### src/rtl/clkdiv_pkg.sv
package clkdiv_pkg;
  localparam int DIV_LO   = 3;
  localparam int PB_LO    = 2;
  localparam int PB_SHIFT = 2;
  localparam int STRAP_W  = 6;
  localparam int MULT_LO  = 16;
  localparam int MULT_HI  = 48;

  // raise a requested divisor to the lowest legal value
  function automatic int clamp_low(input int v, input int lo);
    return (v < lo) ? lo : v;
  endfunction

  // strap code is legal only when even and inside the multiplier range
  function automatic logic strap_illegal(input logic [STRAP_W-1:0] s);
    return s[0] || (int'(s) < MULT_LO) || (int'(s) > MULT_HI);
  endfunction
endpackage

### src/rtl/clkdiv_phase.sv
module clkdiv_phase (
  input  logic clk,
  input  logic rst,
  output logic eng_tick,
  output logic core_tick
);
  logic [1:0] ph;

  always_ff @(posedge clk) begin
    if (rst) ph <= '0;
    else     ph <= ph + 2'd1;
  end

  assign eng_tick  = ph[0];
  assign core_tick = &ph;


  eng_alt_chk: assert property (@(posedge clk) disable iff (rst)
    eng_tick |=> !eng_tick);


  eng_ret_chk: assert property (@(posedge clk) disable iff (rst)
    !eng_tick |=> eng_tick);


  core_gap_chk: assert property (@(posedge clk) disable iff (rst)
    core_tick |=> !core_tick);
endmodule

### src/rtl/clkdiv_stage.sv
module clkdiv_stage #(
  parameter int CNT_W   = 4,
  parameter int RST_DIV = 3
) (
  input  logic             clk,
  input  logic             rst,
  input  logic             tick,
  input  logic [CNT_W-1:0] next_div,
  output logic             pulse
);
  logic [CNT_W-1:0] cnt;
  logic [CNT_W-1:0] act;
  logic             at_end;

  assign at_end = (cnt == act - CNT_W'(1));
  assign pulse  = tick & at_end;

  always_ff @(posedge clk) begin
    if (rst) begin
      cnt <= '0;
      act <= CNT_W'(RST_DIV);
    end else if (tick) begin
      if (at_end) begin
        cnt <= '0;
        act <= next_div;
      end else begin
        cnt <= cnt + CNT_W'(1);
      end
    end
  end


  div_swap_chk: assert property (@(posedge clk) disable iff (rst)
    (act != $past(act)) |-> $past(pulse));


  cnt_bound_chk: assert property (@(posedge clk) disable iff (rst)
    cnt < act);


  pulse_width_chk: assert property (@(posedge clk) disable iff (rst)
    pulse |=> !pulse);
endmodule

### src/rtl/clkdiv_strap.sv
module clkdiv_strap
  import clkdiv_pkg::*;
(
  input  logic               clk,
  input  logic               rst,
  input  logic [STRAP_W-1:0] strap,
  output logic [STRAP_W:0]   rd
);
  logic [STRAP_W-1:0] code;
  logic               bad;

  always_ff @(posedge clk) begin
    if (rst) begin
      code <= strap;
      bad  <= strap_illegal(strap);
    end
  end

  assign rd = {bad, code};


  strap_hold_chk: assert property (@(posedge clk) disable iff (rst)
    !$past(rst) |-> $stable(rd));
endmodule

### src/rtl/clkdiv_fanout.sv
module clkdiv_fanout
  import clkdiv_pkg::*;
#(
  parameter int NUM_MEM = 2,
  parameter int FLD_W   = 4
) (
  input  logic                         clk,
  input  logic                         rst,
  input  logic [STRAP_W-1:0]           strap_mult,
  input  logic                         cfg_we,
  input  logic [FLD_W*(NUM_MEM+2)-1:0] cfg_wdata,
  output logic [STRAP_W:0]             mult_rd,
  output logic                         eng_en,
  output logic                         core_en,
  output logic [NUM_MEM-1:0]           mem_en,
  output logic                         pbus_en,
  output logic                         misc_en
);
  localparam int NDOM     = NUM_MEM + 2;
  localparam int PB_IDX   = NUM_MEM;
  localparam int MISC_IDX = NUM_MEM + 1;
  localparam int PB_W     = FLD_W + PB_SHIFT;

  logic [FLD_W-1:0] fld [NDOM];
  logic             eng_tick;
  logic             core_tick;

  clkdiv_phase u_phase (
    .clk       (clk),
    .rst       (rst),
    .eng_tick  (eng_tick),
    .core_tick (core_tick)
  );

  assign eng_en  = eng_tick;
  assign core_en = core_tick;

  // divisor fields are clamped on the way into storage
  always_ff @(posedge clk) begin
    if (rst) begin
      for (int d = 0; d < NDOM; d++) fld[d] <= FLD_W'(DIV_LO);
    end else if (cfg_we) begin
      for (int d = 0; d < NDOM; d++)
        fld[d] <= FLD_W'(clamp_low(int'(cfg_wdata[d*FLD_W +: FLD_W]),
                                   (d == PB_IDX) ? PB_LO : DIV_LO));
    end
  end

  for (genvar g = 0; g < NUM_MEM; g++) begin : g_mem
    clkdiv_stage #(.CNT_W(FLD_W), .RST_DIV(DIV_LO)) u_mem (
      .clk      (clk),
      .rst      (rst),
      .tick     (eng_tick),
      .next_div (fld[g]),
      .pulse    (mem_en[g])
    );
  end

  clkdiv_stage #(.CNT_W(PB_W), .RST_DIV(DIV_LO << PB_SHIFT)) u_pbus (
    .clk      (clk),
    .rst      (rst),
    .tick     (eng_tick),
    .next_div ({fld[PB_IDX], {PB_SHIFT{1'b0}}}),
    .pulse    (pbus_en)
  );

  clkdiv_stage #(.CNT_W(FLD_W), .RST_DIV(DIV_LO)) u_misc (
    .clk      (clk),
    .rst      (rst),
    .tick     (eng_tick),
    .next_div (fld[MISC_IDX]),
    .pulse    (misc_en)
  );

  clkdiv_strap u_strap (
    .clk   (clk),
    .rst   (rst),
    .strap (strap_mult),
    .rd    (mult_rd)
  );


  mem_floor_chk: assert property (@(posedge clk) disable iff (rst)
    int'(fld[0]) >= DIV_LO);


  pb_floor_chk: assert property (@(posedge clk) disable iff (rst)
    int'(fld[PB_IDX]) >= PB_LO);


  quiet_rst_chk: assert property (@(posedge clk)
    $past(rst) |-> !(eng_en || core_en || pbus_en || misc_en || (|mem_en)));
endmodule

### config.mk
export PLATFORM = sky130hd
export DESIGN_NAME = clkdiv_fanout
export DESIGN_NICKNAME = d
export VERILOG_FILES = /design/src/rtl/clkdiv_pkg.sv /design/src/rtl/clkdiv_phase.sv /design/src/rtl/clkdiv_stage.sv /design/src/rtl/clkdiv_strap.sv /design/src/rtl/clkdiv_fanout.sv
export SDC_FILE = /design/constraint.sdc
export NUM_CORES = 1
export LEC_CHECK = 0
export CAP_MARGIN = 25
export CORE_MARGIN = 2
export CORE_UTILIZATION = 50
export DETAILED_ROUTE_END_ITERATION = 8
export PLACE_DENSITY = 0.78
export RECOVER_POWER = 50
export SYNTH_ARGS = -nofsm -noshare
export SYNTH_HDL_FRONTEND = slang
export SYNTH_HIERARCHICAL = 1
export SYNTH_SLANG_ARGS = --single-unit
### constraint.sdc
create_clock -name clk -period 2.1 [get_ports clk]
set_input_delay 0.315 -clock clk [delete_from_list [all_inputs] [get_ports clk]]
set_output_delay 0.315 -clock clk [all_outputs]
set_load 0.005 [all_outputs]
==> results.cfg <==
[min_path]
holdCritPathClass = flop to flop
worst_hold_path.num_cells = 2

[sta]
fin_hold_viols = 0
finalSetupViolCount = 1
worst_clock_skew_ns = 0.00485
final_period_minus_worst_setup_slack_ns = 2.23
timing.final.ws_setup_ns = -0.131
setup-tns-final_ns = -0.131
grt_setup_unrepaired = yes
achievable-frequency_mhz = 448
fin_crit_sh = 1.06
slew_viol_final = 0
worstMarginPinSlew_ns = 0.740
slew_headroom = 0.507

[power]
share_seq_of_total_power = 0.500
p_int_uw = 2060
power_switching_uw = 578
power_density_mw_per_mm2 = 707
ir_worst_vdd_mv = 0.424
power_leakage_uw = 0.00145
clockPowerShare = 0.414
combinational_cell_fraction_of_total_power = 0.086
totalPowerFinal_uw = 2640
sw_frac_of_total = 0.219

[yosys]
synth_commonest_cells = sky130_fd_sc_hd__dfxtp_1, sky130_fd_sc_hd__nor2_1, sky130_fd_sc_hd__edfxtp_1
number_of_synthesized_flops_with_an_enable_pin = 23
post-synth-top-area-cell = sky130_fd_sc_hd__dfxtp_1
biggest_area_contributors_in_the_synthesized_netlist = sky130_fd_sc_hd__dfxtp_1, sky130_fd_sc_hd__edfxtp_1, sky130_fd_sc_hd__mux2i_1
post-synth-top-count-cell = sky130_fd_sc_hd__dfxtp_1
netlist_area_mm2 = 0.00298
synth.yosys.seq_area_share = 0.487
postSynthAreaPerCell_um2 = 10.6
postSynth.asyncResetShare = 0
synth.top_cell.area_share = 0.255
ys_warn_count = 6
ys.flop_type = sky130_fd_sc_hd__dfxtp_1
synthesis.instances = 280
netlist-cell-type-count = 40
synth_seq_cells = 61

[setup_path]
timing.critical_path.max_delay_family = simple AND/OR/NAND/NOR gates
critical_path_arrival_ns = 1.92
worst_setup_path_end_kind = output port
timing_worst_setup_path_type = flop to output port
timing.critical_path.depth = 8
cp_data_required_time_ns = 1.78
r2r.worst_path.cells = 10
timing.critical_path.slowest_cell_delay_ns = 0.33
cp_num_buf_inv = 3
cp_max_fo = 3
startpoint_type = flop
crit_path_cell_trace = inv_2, ha_4, buf_6, nand3_2, a221oi_2, a41oi_2, nor4b_2, buf_2
crit_path_top_delay_cell = sky130_fd_sc_hd__dfxtp_2

[routing]
detailedRoute.firstPassIterationCount = 4
vias_per_cell = 5.16
antenna_violating_nets_post_route = 0
route.detailed.drc = 0
routed-via-count = 2169
drt-initial-drc-count = 99
post_drt_wl_per_cell_um = 13.7
routed_wl_mm = 5.75

[finish]
multi_input_area_mm2 = 0.00142
seq_area_mm2 = 0.00146
fillCellCount = 474
final_layout_size_suffix_gt1_frac = 0.157
design.final.nets = 374
area.growth.synth_to_final_pct = 25.2
antenna_cells = 0

[run_status]
status = complete, but fails checks
violated_checks = setup timing

[clock_tree]
htree_num_levels = 3
cts.path.max_buffers = 2
tritoncts_clock_tree = built
clk_pin_slew_ns = 0.06
clock_insertion_delay_worst_skew_ns = 0.33
cts.sinks = 61
clock-root-buffer = sky130_fd_sc_hd__clkbuf_8
tritoncts.num_buffers = 9

[global_route]
grt_pass1_vias = 2111
grt_max_degree = 44
grt_first_pass_wirelength_mm = 9.28
track_usage = 0.190
globalRoute.totalOverflow = 0
number_of_antenna_violations_at_the_first_check_in_global_routing = 0

[placed_design]
gp_congestion = 0.815
hpwlAfterDp_mm = 4.09
numPortBuffers = 37

[flow_run]
max_cap_violations = 0

[die]
die_area_mm2 = 0.00659
initial_core_util = 0.509
dieWidth_um = 81.2
ioPinCount = 38
placeableCoreArea_mm2 = 0.00585
dieHeight_um = 81.2
std_cell_rows = 28
[registers in the layout, summed over array words and instances, names as in the netlist]
signal / count
u_misc/act: 4
u_pbus/cnt: 6
u_strap/bad: 1
g_mem.u_mem/cnt: 8
fld: 16
u_phase/ph: 2
u_strap/code: 6
u_misc/cnt: 4
u_pbus/act: 6
g_mem.u_mem/act: 8
[per-stage QoR]
stage          std cells  instance area, µm²  hold WS, ns  worst slack [ns]   util
5_1_grt              420                3730        0.512            -0.253  0.637
2_1_floorplan        281                2980        0.387            0.0388      -
4_1_cts              420                3750        0.444            -0.135  0.641
3_3_place_gp         403                3530        0.458            -0.183  0.604
3_5_place_dp         403                3530        0.468            -0.257  0.604
6_report             420                3730        0.478            -0.131  0.637
[final cells by class]
class	instances	area share
clock buffers	10	0.0342
well taps	75	0.0252
clock inverters	6	0.0208
repair buffers	57	0.133
multi-input cells	197	0.381
flip-flops and latches	61	0.391
inverters	14	0.0141
[logic make-up (layout without fill, tap and decap cells)]
family                   Yosys count  in the layout  share of synthesized area
AND/OR/NAND/NOR                  121            121                      0.233
flip-flops                        61             61                      0.487
XOR/XNOR                          30             30                      0.102
buffers and inverters             23             87                     0.0353
multiplexers                      18             18                     0.0605
AO/OA/AOI/OAI                     17             17                     0.0429
adder cells (fa/ha/maj)            9              9                     0.0378
other                              1              2                    0.00126
[cells in the final DEF (no fill, tap or decap), types with 6 or more instances in the layout]
master | Yosys | layout
sky130_fd_sc_hd__clkbuf_8 | 0 | 9
sky130_fd_sc_hd__mux2i_1 | 18 | 18
sky130_fd_sc_hd__or3_1 | 11 | 11
sky130_fd_sc_hd__xnor2_1 | 10 | 10
sky130_fd_sc_hd__dlygate4sd3_1 | 0 | 14
sky130_fd_sc_hd__inv_1 | 14 | 12
sky130_fd_sc_hd__edfxtp_1 | 23 | 23
sky130_fd_sc_hd__buf_4 | 1 | 16
sky130_fd_sc_hd__nor3_1 | 9 | 10
sky130_fd_sc_hd__dfxtp_2 | 0 | 6
sky130_fd_sc_hd__dfxtp_1 | 38 | 32
sky130_fd_sc_hd__nand2_1 | 22 | 22
sky130_fd_sc_hd__clkdlybuf4s50_1 | 0 | 18
sky130_fd_sc_hd__ha_1 | 9 | 8
sky130_fd_sc_hd__nor2_1 | 28 | 28
sky130_fd_sc_hd__nand3_1 | 7 | 8
sky130_fd_sc_hd__nand2b_1 | 10 | 11
sky130_fd_sc_hd__xor2_1 | 17 | 17
[tightest hold or removal path, stage by stage (launching register included)]
cell,delay (ns)
sky130_fd_sc_hd__dfxtp_1,0.32
sky130_fd_sc_hd__nand2_1,0.06
sky130_fd_sc_hd__mux2i_1,0.06
[power groups by stage]
stage	Combinational, µW	Clock, µW	Sequential [µW]
6_report	227	1090	1320
3_5_place_dp	245	0	1350
4_1_cts	245	1110	1320
2_1_floorplan	121	0	1340
5_1_grt	256	1160	1330
3_3_place_gp	237	0	1340
[routing by layer]
layer  track usage  wire, µm
met5             0         0
met4        0.0814        79
met3        0.0644       310
met2         0.329      2950
met1         0.213      2410
[final timing paths]
path / start / endpoint / slack (ns)
worst min-delay path: g_mem[0].u_mem/act[3]$_SDFFE_PP0P_ / g_mem[0].u_mem/act[3]$_SDFFE_PP0P_ / 0.48
worst max register to register: u_pbus/act[0]$_SDFFE_PP0P_ / u_pbus/cnt[1]$_SDFFE_PP0P_ / 0.13
worst min register to register: g_mem[0].u_mem/act[3]$_SDFFE_PP0P_ / g_mem[0].u_mem/act[3]$_SDFFE_PP0P_ / 0.48
worst max-delay path: u_pbus/act[0]$_SDFFE_PP0P_ / pbus_en / -0.13
[timing repair]
item / in CTS / in global routing
gates cloned: 0 / 0
setup buffers: 1 / 1
hold buffers: 0 / 0
pin swaps: 1 / 3
gates resized for setup: 12 / 10
setup endpoints to repair: 4 / 13
Note: power is estimated with default switching activity, not from simulation.
